--- src/rtl/hb_pkg.sv ---
`timescale 1ns/1ps
package hb_pkg;
  localparam int HB_CTRL_ADDR = 'h20;
  localparam int HB_CMD_ADDR  = 'h2A;
  localparam int HB_SNAP_ADDR = 'h2B;
  localparam int HB_VEC_ADDR  = 'h2C;

  typedef enum logic {
    MODE_HANDSHAKE = 1'b0,
    MODE_STROBE    = 1'b1
  } bus_mode_e;

  typedef struct packed {
    logic [2:0] pri;
    logic [2:0] src;
  } snap_t;
endpackage

--- src/rtl/hb_sync.sv ---
`timescale 1ns/1ps
module hb_sync #(
  parameter int W      = 4,
  parameter int STAGES = 2
) (
  input  logic         clk,
  input  logic         rst,
  input  logic [W-1:0] d,
  output logic [W-1:0] q
);
  logic [W-1:0] chain [STAGES];

  generate
    for (genvar s = 0; s < STAGES; s++) begin : g_stage
      if (s == 0) begin : g_first
        always_ff @(posedge clk) begin
          if (rst) chain[0] <= '0;
          else     chain[0] <= d;
        end
      end else begin : g_rest
        always_ff @(posedge clk) begin
          if (rst) chain[s] <= '0;
          else     chain[s] <= chain[s-1];
        end
      end
    end
  endgenerate

  assign q = chain[STAGES-1];
endmodule

--- src/rtl/hb_cycle_ctl.sv ---
`timescale 1ns/1ps
module hb_cycle_ctl
  import hb_pkg::*;
#(
  parameter int ACK_DLY = 2
) (
  input  logic      clk,
  input  logic      rst,
  input  logic      s_ce,
  input  logic      s_rd,
  input  logic      s_wr,
  input  logic      s_iack,
  input  logic      ack_en,
  input  bus_mode_e mode,
  output logic      dack,
  output logic      commit,
  output logic      rd_act,
  output logic      iack_act,
  output logic      iack_rise
);
  localparam int CW = $clog2(ACK_DLY + 1);

  logic          cyc, wcyc, w_prev, done, iack_prev, ack_evt, w_fall;
  logic [CW-1:0] cnt;

  assign cyc       = (s_ce & (s_rd | s_wr)) | s_iack;
  assign wcyc      = s_ce & s_wr;
  assign rd_act    = s_ce & s_rd;
  assign iack_act  = s_iack;
  assign iack_rise = s_iack & ~iack_prev;
  assign w_fall    = w_prev & ~wcyc;
  assign ack_evt   = ack_en & wcyc & ~dack & (cnt == CW'(ACK_DLY - 1));
  assign commit    = ~done & (w_fall | ((mode == MODE_HANDSHAKE) & ack_evt));

  always_ff @(posedge clk) begin
    if (rst) begin
      cnt       <= '0;
      dack      <= 1'b0;
      w_prev    <= 1'b0;
      done      <= 1'b0;
      iack_prev <= 1'b0;
    end else begin
      w_prev    <= wcyc;
      iack_prev <= s_iack;
      if (!cyc)                    cnt <= '0;
      else if (cnt < CW'(ACK_DLY)) cnt <= cnt + 1'b1;
      dack <= ack_en & cyc & (dack | (cnt == CW'(ACK_DLY - 1)));
      done <= wcyc & (done | commit);
    end
  end

  AST_ACK_NEEDS_CYCLE: assert property (@(posedge clk) disable iff (rst)
    dack |-> $past(cyc));
  AST_ACK_OFF_WHEN_DISABLED: assert property (@(posedge clk) disable iff (rst)
    !ack_en |=> !dack);
  AST_SINGLE_COMMIT: assert property (@(posedge clk) disable iff (rst)
    commit |=> !commit);
  AST_STROBE_MODE_AT_END: assert property (@(posedge clk) disable iff (rst)
    (commit && mode == MODE_STROBE) |-> (!wcyc && w_prev));
endmodule

--- src/rtl/hb_regs.sv ---
`timescale 1ns/1ps
module hb_regs
  import hb_pkg::*;
#(
  parameter int ADDR_W = 6,
  parameter int DATA_W = 8,
  parameter int NREG   = 16
) (
  input  logic              clk,
  input  logic              rst,
  input  logic              commit,
  input  logic [ADDR_W-1:0] waddr,
  input  logic [DATA_W-1:0] wdata,
  input  logic [ADDR_W-1:0] raddr,
  input  logic              rd_act,
  input  logic              iack_act,
  input  logic              iack_rise,
  input  logic [2:0]        pend_src,
  input  logic [2:0]        pend_pri,
  output logic              ack_en,
  output bus_mode_e         mode,
  output logic [DATA_W-1:0] data_o,
  output logic              data_oe
);
  localparam int IDX_W = $clog2(NREG);

  logic [DATA_W-1:0] ram [NREG];
  logic [DATA_W-1:0] ram_q, vec_q, rd_mux;
  snap_t             snap_q;
  logic              snap_load, w_ram;

  assign w_ram     = commit & (waddr < ADDR_W'(NREG));
  assign snap_load = iack_rise | (commit & (waddr == ADDR_W'(HB_CMD_ADDR)));

  always_ff @(posedge clk) begin
    if (w_ram) ram[waddr[IDX_W-1:0]] <= wdata;
    ram_q <= ram[raddr[IDX_W-1:0]];
  end

  always_ff @(posedge clk) begin
    if (rst) begin
      ack_en <= 1'b1;
      mode   <= MODE_HANDSHAKE;
      vec_q  <= '0;
      snap_q <= '0;
    end else begin
      if (commit && waddr == ADDR_W'(HB_CTRL_ADDR)) begin
        ack_en <= wdata[0];
        mode   <= bus_mode_e'(wdata[1]);
      end
      if (commit && waddr == ADDR_W'(HB_VEC_ADDR)) vec_q <= wdata;
      if (snap_load) snap_q <= '{pri: pend_pri, src: pend_src};
    end
  end

  always_comb begin
    rd_mux = '0;
    if (raddr < ADDR_W'(NREG))               rd_mux = ram_q;
    else if (raddr == ADDR_W'(HB_CTRL_ADDR)) rd_mux = DATA_W'({mode, ack_en});
    else if (raddr == ADDR_W'(HB_SNAP_ADDR)) rd_mux = DATA_W'(snap_q);
    else if (raddr == ADDR_W'(HB_VEC_ADDR))  rd_mux = vec_q;
  end

  always_ff @(posedge clk) begin
    if (rst) begin
      data_o  <= '0;
      data_oe <= 1'b0;
    end else begin
      data_oe <= rd_act | iack_act;
      if (iack_act)
        data_o <= {vec_q[DATA_W-1:3], (iack_rise ? pend_src : snap_q.src)};
      else if (rd_act)
        data_o <= rd_mux;
      else
        data_o <= '0;
    end
  end

  AST_SNAP_ONLY_ON_LOAD: assert property (@(posedge clk) disable iff (rst)
    !$stable(snap_q) |-> $past(snap_load));
  AST_OE_NEEDS_CYCLE: assert property (@(posedge clk) disable iff (rst)
    data_oe |-> $past(rd_act | iack_act));
endmodule

--- src/rtl/hostbus_if.sv ---
`timescale 1ns/1ps
module hostbus_if
  import hb_pkg::*;
#(
  parameter int ADDR_W      = 6,
  parameter int DATA_W      = 8,
  parameter int NREG        = 16,
  parameter int ACK_DLY     = 2,
  parameter int SYNC_STAGES = 2
) (
  input  logic              clk,
  input  logic              rst,
  input  logic              ce_n,
  input  logic              rd_n,
  input  logic              wr_n,
  input  logic              iack_n,
  input  logic [ADDR_W-1:0] addr,
  input  logic [DATA_W-1:0] data_i,
  output logic [DATA_W-1:0] data_o,
  output logic              data_oe,
  output logic              dack_n,
  output logic              irq_n,
  input  logic              pend_valid,
  input  logic [2:0]        pend_src,
  input  logic [2:0]        pend_pri
);
  logic [3:0]        s_strb;
  logic [ADDR_W-1:0] waddr_q, raddr_q;
  logic [DATA_W-1:0] wdata_q;
  logic              dack, commit, rd_act, iack_act, iack_rise, ack_en, irq_q;
  bus_mode_e         mode;

  hb_sync #(.W(4), .STAGES(SYNC_STAGES)) u_sync (
    .clk (clk),
    .rst (rst),
    .d   ({~ce_n, ~rd_n, ~wr_n, ~iack_n}),
    .q   (s_strb)
  );

  always_ff @(posedge clk) begin
    if (rst) begin
      waddr_q <= '0;
      wdata_q <= '0;
      raddr_q <= '0;
      irq_q   <= 1'b0;
    end else begin
      irq_q <= pend_valid;
      if (!ce_n && !wr_n) begin
        waddr_q <= addr;
        wdata_q <= data_i;
      end
      if (!ce_n && !rd_n) raddr_q <= addr;
    end
  end

  hb_cycle_ctl #(.ACK_DLY(ACK_DLY)) u_ctl (
    .clk       (clk),
    .rst       (rst),
    .s_ce      (s_strb[3]),
    .s_rd      (s_strb[2]),
    .s_wr      (s_strb[1]),
    .s_iack    (s_strb[0]),
    .ack_en    (ack_en),
    .mode      (mode),
    .dack      (dack),
    .commit    (commit),
    .rd_act    (rd_act),
    .iack_act  (iack_act),
    .iack_rise (iack_rise)
  );

  hb_regs #(.ADDR_W(ADDR_W), .DATA_W(DATA_W), .NREG(NREG)) u_regs (
    .clk       (clk),
    .rst       (rst),
    .commit    (commit),
    .waddr     (waddr_q),
    .wdata     (wdata_q),
    .raddr     (raddr_q),
    .rd_act    (rd_act),
    .iack_act  (iack_act),
    .iack_rise (iack_rise),
    .pend_src  (pend_src),
    .pend_pri  (pend_pri),
    .ack_en    (ack_en),
    .mode      (mode),
    .data_o    (data_o),
    .data_oe   (data_oe)
  );

  assign dack_n = ~dack;
  assign irq_n  = ~irq_q;

  AST_IRQ_FOLLOWS_PENDING: assert property (@(posedge clk) disable iff (rst)
    irq_n == !$past(pend_valid));
  AST_NO_DRIVE_IN_WRITE: assert property (@(posedge clk) disable iff (rst)
    (s_strb[1] && !s_strb[2] && !s_strb[0] && $past(s_strb[1] && !s_strb[2] && !s_strb[0])) |-> !data_oe);
endmodule

--- config.mk ---
export PLATFORM = sky130hd
export DESIGN_NAME = hostbus_if
export DESIGN_NICKNAME = d
export VERILOG_FILES = /design/src/rtl/hb_pkg.sv /design/src/rtl/hb_sync.sv /design/src/rtl/hb_cycle_ctl.sv /design/src/rtl/hb_regs.sv /design/src/rtl/hostbus_if.sv
export SDC_FILE = /design/constraint.sdc
export NUM_CORES = 1
export LEC_CHECK = 0
export ABC_CLOCK_PERIOD_IN_PS = 2800
export BUFFER_PORTS_ARGS = -buffer_cell sky130_fd_sc_hd__buf_2
export CAP_MARGIN = 20
export CORE_ASPECT_RATIO = 0.5
export CORE_MARGIN = 1
export CORE_UTILIZATION = 47
export CTS_BUF_LIST = sky130_fd_sc_hd__clkbuf_4
export CTS_CLUSTER_DIAMETER = 120
export DETAILED_ROUTE_END_ITERATION = 16
export GPL_ROUTABILITY_DRIVEN = 0
export GPL_TIMING_DRIVEN = 1
export HOLD_SLACK_MARGIN = 0.02
export PLACE_DENSITY = 0.67
export SETUP_SLACK_MARGIN = 0.02
export SYNTH_ARGS = -nofsm -noshare
export SYNTH_HDL_FRONTEND = slang
export SYNTH_SLANG_ARGS = --single-unit
export TNS_END_PERCENT = 10
--- constraint.sdc ---
create_clock -name clk -period 2.8 [get_ports clk]
set_input_delay 0.42 -clock clk [delete_from_list [all_inputs] [get_ports clk]]
set_output_delay 0.42 -clock clk [all_outputs]
set_load 0.01 [all_outputs]
* Word-level counts from Yosys, hierarchy flattened
Memory sizes are Yosys's and may differ from the RTL's. A register that Yosys moved wholly into a read port is not among the register bits.
Index checks and enable logic that the tools add are counted.
** Storage, ports and cells
- Bits in registers :: 52
- RAM bits :: 136
- Bits of input ports :: 27
- Output and inout bits :: 11
- Logic and storage cells :: 86
- Memories :: 2
** Cells by class
- $add $sub $neg :: 1
- $lt $le $gt $ge :: 3
- Equal/unequal tests :: 7
- Multiplexer cells :: 14
- Bitwise operators :: 35
- Reduce and logical (&&, ||, !) cells :: 8
** Memories
- u_regs.ram :: depth 16, width 8, read ports 1, clocked after memory_dff 1, write ports 1, line hb_regs.sv:27 : logic [DATA_W-1:0] ram [NREG];
- u_sync.chain :: depth 2, width 4, read ports 2, clocked after memory_dff 0, write ports 2, line hb_sync.sv:11 : logic [W-1:0] chain [STAGES];
** Operator list (number)
- two-way mux 8 bit :: 6
- equality test 6 bit (second input constant) :: 6
- AND 1 bit :: 15
- less-than comparator 6 x 5 -> 1 bit (second input constant) :: 2
- NOT 1 bit :: 11
- OR 1 bit :: 9
- two-way mux 4 bit :: 2
- two-way mux 1 bit :: 5
- logical AND 1 bit :: 4
- logical NOT 1 bit :: 3
- two-way mux 3 bit :: 1
- adder 2 x 1 -> 2 bit (second input constant) :: 1
- equality test 2 x 1 -> 1 bit (second input constant) :: 1
- less-than comparator 2 bit (second input constant) :: 1
- OR reduction 2 bit :: 1

* Longest topological paths before layout
Gate-level depths: netlist of the first run.
- Depth after elaboration :: 10
- Mapped depth :: 7
- Mapped depth without buffers :: 6

* Cells and area by module
From an unflattened synthesis of the first run, not the netlist that was laid out.
** Second synthesis, totals
- Cells, all modules :: 481
- Area, all modules :: 7697.4 sq um
** By module, submodules not included
- hb_regs :: times used 1, cells an instance 348, area an instance 6299.8 sq um, seq. area each 4504.3 sq um
- hostbus_if :: times used 1, cells an instance 90, area an instance 898.4 sq um, seq. area each 420.4 sq um
- hb_cycle_ctl :: times used 1, cells an instance 27, area an instance 289.0 sq um, seq. area each 120.1 sq um
- hb_sync :: times used 1, cells an instance 16, area an instance 210.2 sq um, seq. area each 160.2 sq um

* Least setup slack after synthesis of the first run
No wires, ideal clock.
- Kind :: register to register
- Start :: reg u_ctl.cnt[1]
- End :: mem u_regs.ram[8][0], enable pin
- Library setup time :: 0.383 ns
- Arrival :: 2.020 ns
- Required time :: 2.417 ns
- Path slack :: 0.396 ns
- Cell stages (with the launch flop) :: 7
- Buffers on the path :: 0
- Period minus slack after synthesis :: 2.404 ns
- Cells stage by stage :: dfxtp_1 > inv_1 > ha_1 > and4bb_2 > a22oi_2 > or4_1 > nor3_1
** Between the ends
- Word-level cells in the longest chain between the ends :: 8
** Ends and longest elaborated chain
- from (decl) :: line hb_cycle_ctl.sv:24 : logic [CW-1:0] cnt;
- from (signal assigned) :: line hb_cycle_ctl.sv:46 : else if (cnt < CW'(ACK_DLY)) cnt <= cnt + 1'b1;
- equality test 2 x 1 -> 1 bit :: line hb_cycle_ctl.sv:32 : assign ack_evt = ack_en & wcyc & ~dack & (cnt == CW'(ACK_DLY - 1));
- AND 1 bit :: line hb_cycle_ctl.sv:32
- AND 1 bit :: line hb_cycle_ctl.sv:33 : assign commit = ~done & (w_fall | ((mode == MODE_HANDSHAKE) & ack_evt));
- OR 1 bit :: line hb_cycle_ctl.sv:33
- AND 1 bit :: line hb_cycle_ctl.sv:33
- AND 1 bit :: line hb_regs.sv:32 : assign w_ram = commit & (waddr < ADDR_W'(NREG));
- two-way mux 1 bit :: line hb_regs.sv:36 : if (w_ram) ram[waddr[IDX_W-1:0]] <= wdata;
- two-way mux 1 bit (implied by the code) :: line hb_regs.sv:36
- to (decl) :: line hb_regs.sv:27
Every way passes these cells.

* Worst setup path after layout of the first run
- Start :: reg u_ctl.cnt[1]
- End :: mem u_regs.ram[11][4], enable pin
The elaborated chain is that of the path after synthesis.

==> results.md, run 1 <==
- Count leader, synth: edfxtp_1
- Critical path fanouts, max: 8
- Least-Margin Pin Slew: ~0.94 ns
- RSZ-0062 raised after global routing: false
- First-pass GRT wire length: 25,400 µm
- Setup WS post-layout: 0.371 ns
- Routed WL per cell: 21.3 µm
- First-pass iteration count of the detailed router: 5
- Standard-cell rows: 32
- GRT Residual Overflow: 0
- Number of global-route vias before repair: roughly 4,300
- Max-slew violation count: 0
- Status: complete, no violations
- Met1 Wirelength: 7950 µm
- Top Layer Used: met4
- Ys Warns: 0
- Reg2Reg Setup Slack: 0.37 ns
- Hold Crit Class: in2reg
- Post-route DRC: 0
- Worst EP required: 3.03 ns
- Minimum clock period: 2.43 ns
- Reg-to-Reg Start: u_ctl.cnt[1]
- Dpl hpwl: 10,800 µm
- Syn Area/Cell: 14.6 µm²
- Clock Sinks: 196
- Post-synth top area share: 0.510
- CTS clock-pin slew for the worst setup and hold paths: 0.16 ns
- Drt first-iter violations: 463
- Post-Syn Instances: 516
- CP startpoint kind: flip-flop
- Leakage: 2.65 nW
- Cts bufs inserted: 17
- Die Span Y: 91.5 µm
- Sequential cell area fraction in the yosys report: 0.691
- Core ar.: 15,500 µm²
- Syn nets: 544
- Max-Cap Viols: 0
- Vias: around 4,600
- Full die area: 16,600 µm²
- Post_cts resized: 0
- Largest net degree at the start of global routing: 40
- Root buf cell: clkbuf_4
- Yosys top cell by area: edfxtp_1
- Final hold slack: just over 0.05 ns
- Drt total wl: 16,800 µm
- CTS tree: done
- Mapped Area: roughly 7500 µm²
- Relative slew margins: 0.373
- Initial core utilization: 0.485
- CP endpoint kind: flip-flop
- Worst-Skew Late Latency: 0.59 ns
- Die width: 181 µm
- Dominant cells by area after synthesis: edfxtp_1 51%, dfxtp_1 18%, mux4_2 9.6%, nand2_1 3.9%, a22oi_1 2.2%
- # setup viols final: 0
- Post-CTS setup repair buffer count: 0
- Via density: 5.82
- Commonest cells in the netlist: 128 x edfxtp_1, 79 x nand2_1, 68 x dfxtp_1
- Share of layout cells above drive strength 1: 0.211
- Setup TNS: 0 ns
- Post-CTS Hold Buffers: 9
- Detail Route Antenna Nets: 0
- Period utilisation layout: 0.868
- I/O Buffers: 37
- Hold Violations, Final: 0
- CTS Buffer Depth: 2
- Async SR Flop Fraction: 0
- Metal2 WL: 7340 µm
- # IOs: 38
- Maximum vdd ir drop: 0.000244 V
- Arrival time worst endpoint: 2.66 ns
- Layout Nets: 599
- Critical setup path kind: reg2reg
- Initial antenna violation count: 1
- H-tree depth: 4
- Setup Skew: roughly 0.026 ns
- Predominant post-synthesis flop cell: edfxtp_1
- GRT Total Usage: 0.212
- Pre-CTS setup slack: 0.395 ns
- Fmax: between 400 and 500 MHz
- Power per standard cell area: 583 nW/µm²
- EDFF count, synth: 128
- Synth cell types: 45
- DR WL met3: between 1000 and 1500 µm
- Layout area overhead: 11.0%
- Worst hold start: data_i[6]
- CP startpoint: u_ctl.cnt[1]
- Synth Register Bits: 196
==> power by group <==
part / switching, W / total (W) / internal (W)
registers: 0.0000783 / 0.00320 / 0.00312
logic: 0.000130 / 0.000247 / 0.000117
clock network: 0.00105 / 0.00144 / 0.000391
total: 0.00125 / 0.00488 / 0.00363
==> per-stage QoR <==
| step | cells | power, W | util | cell area (µm²) |
|---|---|---|---|---|
| floorplan | 516 | 0.00338 | - | 7540 |
| global route | 789 | 0.00504 | 0.539 | 8370 |
| finish | 789 | 0.00488 | 0.539 | 8370 |
| detailed placement | 745 | 0.00349 | 0.514 | 7990 |
| global placement | 745 | 0.00349 | 0.514 | 7990 |
| CTS | 786 | 0.00490 | 0.537 | 8340 |
==> layer usage <==
| metal | GRT usage | vias to the layer above |
|---|---|---|
| li1 | - | 2077 |
| met5 | 0 | - |
| met2 | 0.307 | 173 |
| met1 | 0.312 | 2318 |
| met4 | 0.0791 | 0 |
| met3 | 0.0477 | 23 |
==> worst max-delay path, stage by stage, from the launching register on <==
cell	delay (ns)
dfxtp_1	0.35
inv_1	0.07
ha_1	0.16
and4bb_2	0.25
a22oi_2	0.12
or4_1	0.57
nor2_1	0.55
==> cell families (layout without fill, tap and decap cells) <==
group,count (synthesis),in the layout,synth area share
AO/OA/AOI/OAI,82,82,0.0719
XOR/XNOR,1,1,0.00116
adder cells (fa/ha/maj),1,1,0.00166
buffers and inverters,31,99,0.0173
flip-flops,196,196,0.691
multiplexers,45,45,0.113
other,0,1,0
AND/OR/NAND/NOR,160,160,0.105
==> flip-flops by register name (all words and copies together) (netlist names), 2 cells and up <==
register,flops
u_regs.ram,128
u_regs.data_o,8
u_regs.ram_q,8
u_regs.vec_q,8
u_sync.chain,8
wdata_q,8
raddr_q,6
u_regs.snap_q,6
waddr_q,6
u_ctl.cnt,2
==> cell type report <==
type / instances / area [µm²]
fill: 1260 / 7170
sequential: 196 / 5210
multi-input combinational: 289 / 2200
timing repair buffer: 62 / 413
tap: 204 / 255
clock inverter: 15 / 141
clock buffer: 17 / 128
inverter: 5 / 18.8
antenna: 1 / 2.50
==> path summary, 6_finish.rpt <==
path                        endpoint  depth (start not counted)
setup / recovery   u_regs.ram[11][4]                          6
hold / removal            wdata_q[6]                          3
setup reg to reg   u_regs.ram[11][4]                          6
hold reg to reg   u_sync.chain[1][2]                          1
==> cell usage in the layout (no fill, tap or decap), drive strengths merged, types with 6 or more instances in the layout <==
cell | netlist | final
a21oi | 24 | 24
a22oi | 23 | 23
a32oi | 6 | 6
buf | 12 | 51
clkbuf | 14 | 17
clkinv | 0 | 6
dfxtp | 68 | 68
dlygate4sd3 | 0 | 11
edfxtp | 128 | 128
inv | 5 | 12
mux2i | 13 | 13
mux4 | 32 | 32
nand2 | 79 | 79
nor2 | 31 | 31
nor2b | 10 | 10
nor3b | 7 | 7
o21ai | 14 | 14
o311ai | 6 | 6
Note: power is estimated with default switching activity, not from simulation.
==> run 2, diff against run 1 <==
--- a/config.mk
+++ b/config.mk
@@ -8,7 +8,7 @@
 export ABC_CLOCK_PERIOD_IN_PS = 2800
 export BUFFER_PORTS_ARGS = -buffer_cell sky130_fd_sc_hd__buf_2
 export CAP_MARGIN = 20
-export CORE_ASPECT_RATIO = 0.5
+export CORE_ASPECT_RATIO = 0.75
 export CORE_MARGIN = 1
 export CORE_UTILIZATION = 47
 export CTS_BUF_LIST = sky130_fd_sc_hd__clkbuf_4
==> constraint.sdc (replaced) <==
create_clock -name clk -period 2.8 [get_ports clk]
set_input_delay 0.28 -clock clk [delete_from_list [all_inputs] [get_ports clk]]
set_output_delay 0.28 -clock clk [all_outputs]
set_load 0.01 [all_outputs]
==> run 2 against run 1 <==
Cell count rose by 1.6%. Sequential power barely moved. Register-to-register slack got worse by 0.15 ns. Maximum frequency fell by 5.9%. Largest cell class unchanged. Critical path depth did not move. Highest routed layer unchanged. Critical endpoint is now u_regs.ram[1][4].
==> results.md, run 2 (synthesis results as in run 1) <==
- Number of global-route vias before repair: 4,642 (was 4,283)
- Worst hold start: rst (was data_i[6])
- Post_cts resized: 0 (unchanged)
- CTS tree: done (unchanged)
- Post-route DRC: 0 (unchanged)
- Vias: 4,676 (was 4,591)
- Critical setup path kind: reg2reg (unchanged)
- I/O Buffers: 37 (unchanged)
- Drt first-iter violations: 562 (was 463)
- First-pass iteration count of the detailed router: 6 (was 5)
- Max reg flops: 128 (unchanged)
- Full die area: 16,600 µm² (about the same)
- Setup TNS: 0 ns (unchanged)
- Maximum vdd ir drop: 0.000346 V (was 0.000244 V)
- Clock Sinks: 196 (unchanged)
- GRT Total Usage: 0.223 (was 0.212)
- Setup Skew: 0.0407 ns (was 0.0263 ns)
- Sequential power share: 0.639 (was 0.655)
- Core ar.: 15,500 µm² (about the same)
- Hold Violations, Final: 0 (unchanged)
- Period utilisation layout: 0.922 (was 0.868)
- Cell Chain, Critical Path: inv_1, ha_1, and4bb_2, a22oi_2, or4b_1, nor2_1 (was inv_1, ha_1, and4bb_2, a22oi_2, or4_1, nor2_1)
- Relative slew margins: 0.393 (was 0.373)
- Routed WL per cell: 21.4 µm (was 21.3 µm)
- Cts bufs inserted: 17 (unchanged)
- Arrival time worst endpoint: 2.78 ns (was 2.66 ns)
- Diode count: 0 (was 1)
- Via density: 5.83 (was 5.82)
- Dpl hpwl: 11,300 µm (was 10,800 µm)
- Most frequent cells in the layout: 128 x edfxtp_1, 79 x nand2_1, 67 x dfxtp_1 (unchanged)
- Layout area overhead: 13.2% (was 11.0%)
- Leakage: 2.72 nW (was 2.65 nW)
- H-tree depth: 4 (unchanged)
- Die width: 148 µm (was 181 µm)
- GRT Residual Overflow: 0 (unchanged)
- Fmax: 387 MHz (was 412 MHz)
- Initial antenna violation count: 0 (was 1)
- Comb pwr share: 0.052 (was 0.051)
- Max-Cap Viols: 0 (unchanged)
- Worst-Skew Late Latency: 0.59 ns (about the same)
- Post-route cell area: 8540 µm² (was 8370 µm²)
- Share of layout cells above drive strength 1: 0.204 (was 0.211)
- CP startpoint: u_ctl.cnt[1] (unchanged)
- Critical path fanouts, max: 8 (unchanged)
- Max-slew violation count: 0 (unchanged)
- NetSw: 0.00125 W (about the same)
- # IOs: 38 (unchanged)
- Hold Crit Class: in2reg (unchanged)
- Initial core utilization: 0.487 (was 0.485)
- CP delay by family, top: simple AND/OR/NAND/NOR gates (unchanged)
- First-pass GRT wire length: 26,800 µm (was 25,400 µm)
- CTS Buffer Depth: 2 (unchanged)
- Status: complete, no violations (unchanged)
- Drt total wl: 17,100 µm (was 16,800 µm)
- Sw frac: 0.250 (was 0.257)
- Root buf cell: clkbuf_4 (unchanged)
- Standard-cell rows: 39 (was 32)
- Clk pwr share: 0.308 (was 0.294)
- # setup viols final: 0 (unchanged)
- Internal: 0.00375 W (was 0.00363 W)
- Least-Margin Pin Slew: 0.909 ns (was 0.936 ns)
- CP startpoint kind: flip-flop (unchanged)
- Slowest stage cell, crit path: nor2_1 (was or4_1)
- Reg-to-Reg Start: u_ctl.cnt[1] (unchanged)
- Worst Path Buf+Inv: 1 (unchanged)
- Largest net degree at the start of global routing: 37 (was 40)
- Layout Nets: 612 (was 599)
- CTS clock-pin slew for the worst setup and hold paths: 0.19 ns (was 0.16 ns)
- Dpl cell area: 7970 µm² (was 7990 µm²)
- Worst EP required: 3.00 ns (was 3.03 ns)
- Power per standard cell area: 585 nW/µm² (was 583 nW/µm²)
- Fillers: 1,222 (was 1,260)
- Detail Route Antenna Nets: 0 (unchanged)
- CP endpoint kind: flip-flop (unchanged)
- RSZ-0062 raised after global routing: false (unchanged)
- Commonest non-fill, non-tap cell in the layout: edfxtp_1 (unchanged)
- Minimum clock period: 2.58 ns (was 2.43 ns)
- Crit path largest cell delay: 0.68 ns (was 0.57 ns)
- Die Span Y: 112 µm (was 91.5 µm)
-- run 2: worst paths after layout --
path	end	slack [ns]	cells after the start
worst min register to register	u_sync.chain[1][0]	0.46	1
worst max register to register	u_regs.ram[1][4]	0.22	6
worst max-delay path	u_regs.ram[1][4]	0.22	6
worst min-delay path	u_regs.snap_q[3]	0.18	4
-- run 2: final cells by class --
type	count	area, µm²	share of cell area
clock buffers	18	135	0.0158
flip-flops and latches	196	5210	0.610
clock inverters	14	169	0.0198
well taps	205	256	0.0300
inverters	5	18.8	0.00220
multi-input cells	289	2200	0.258
repair buffers	75	548	0.0642
-- run 2: routing by layer --
layer,global-route usage,vias up,part of all wire
met5,0,-,0
met4,0.0619,0,0.0081
met3,0.0553,15,0.075
met2,0.323,196,0.45
met1,0.335,2358,0.46
li1,-,2107,-
-- run 2: repair_timing --
action                                 4_1_cts  5_1_grt
setup buffers                                0        0
hold buffers                                26        0
endpoints found under the hold margin       32        0
-- run 2: per-stage QoR --
step	setup WS (ns)	utilization	hold slack [ns]	power (W)	cells
floorplan	0.396	-	0.347	0.00338	516
global placement	0.396	0.515	0.420	0.00348	744
detailed placement	0.294	0.515	0.426	0.00349	744
CTS	0.223	0.552	0.135	0.00502	802
global route	0.0839	0.552	0.172	0.00518	802
finish	0.219	0.552	0.183	0.00500	802
-- run 2: worst register-to-register path: cells and delay by family, from the launching register on --
kind / cells / cell delay, ns
AND/OR/NAND/NOR: 3 / 1.47
flip-flops: 1 / 0.36
adder cells (fa/ha/maj): 1 / 0.16
buffers and inverters: 1 / 0.07
AO/OA/AOI/OAI: 1 / 0.13
-- run 2: power groups by stage --
| stage | clock network, W | logic [W] | registers (W) |
|---|---|---|---|
| floorplan | 0 | 0.000166 | 0.00322 |
| detailed placement | 0 | 0.000232 | 0.00326 |
| finish | 0.00154 | 0.000262 | 0.00319 |
| CTS | 0.00157 | 0.000260 | 0.00319 |
| global route | 0.00169 | 0.000287 | 0.00320 |
| global placement | 0 | 0.000227 | 0.00325 |
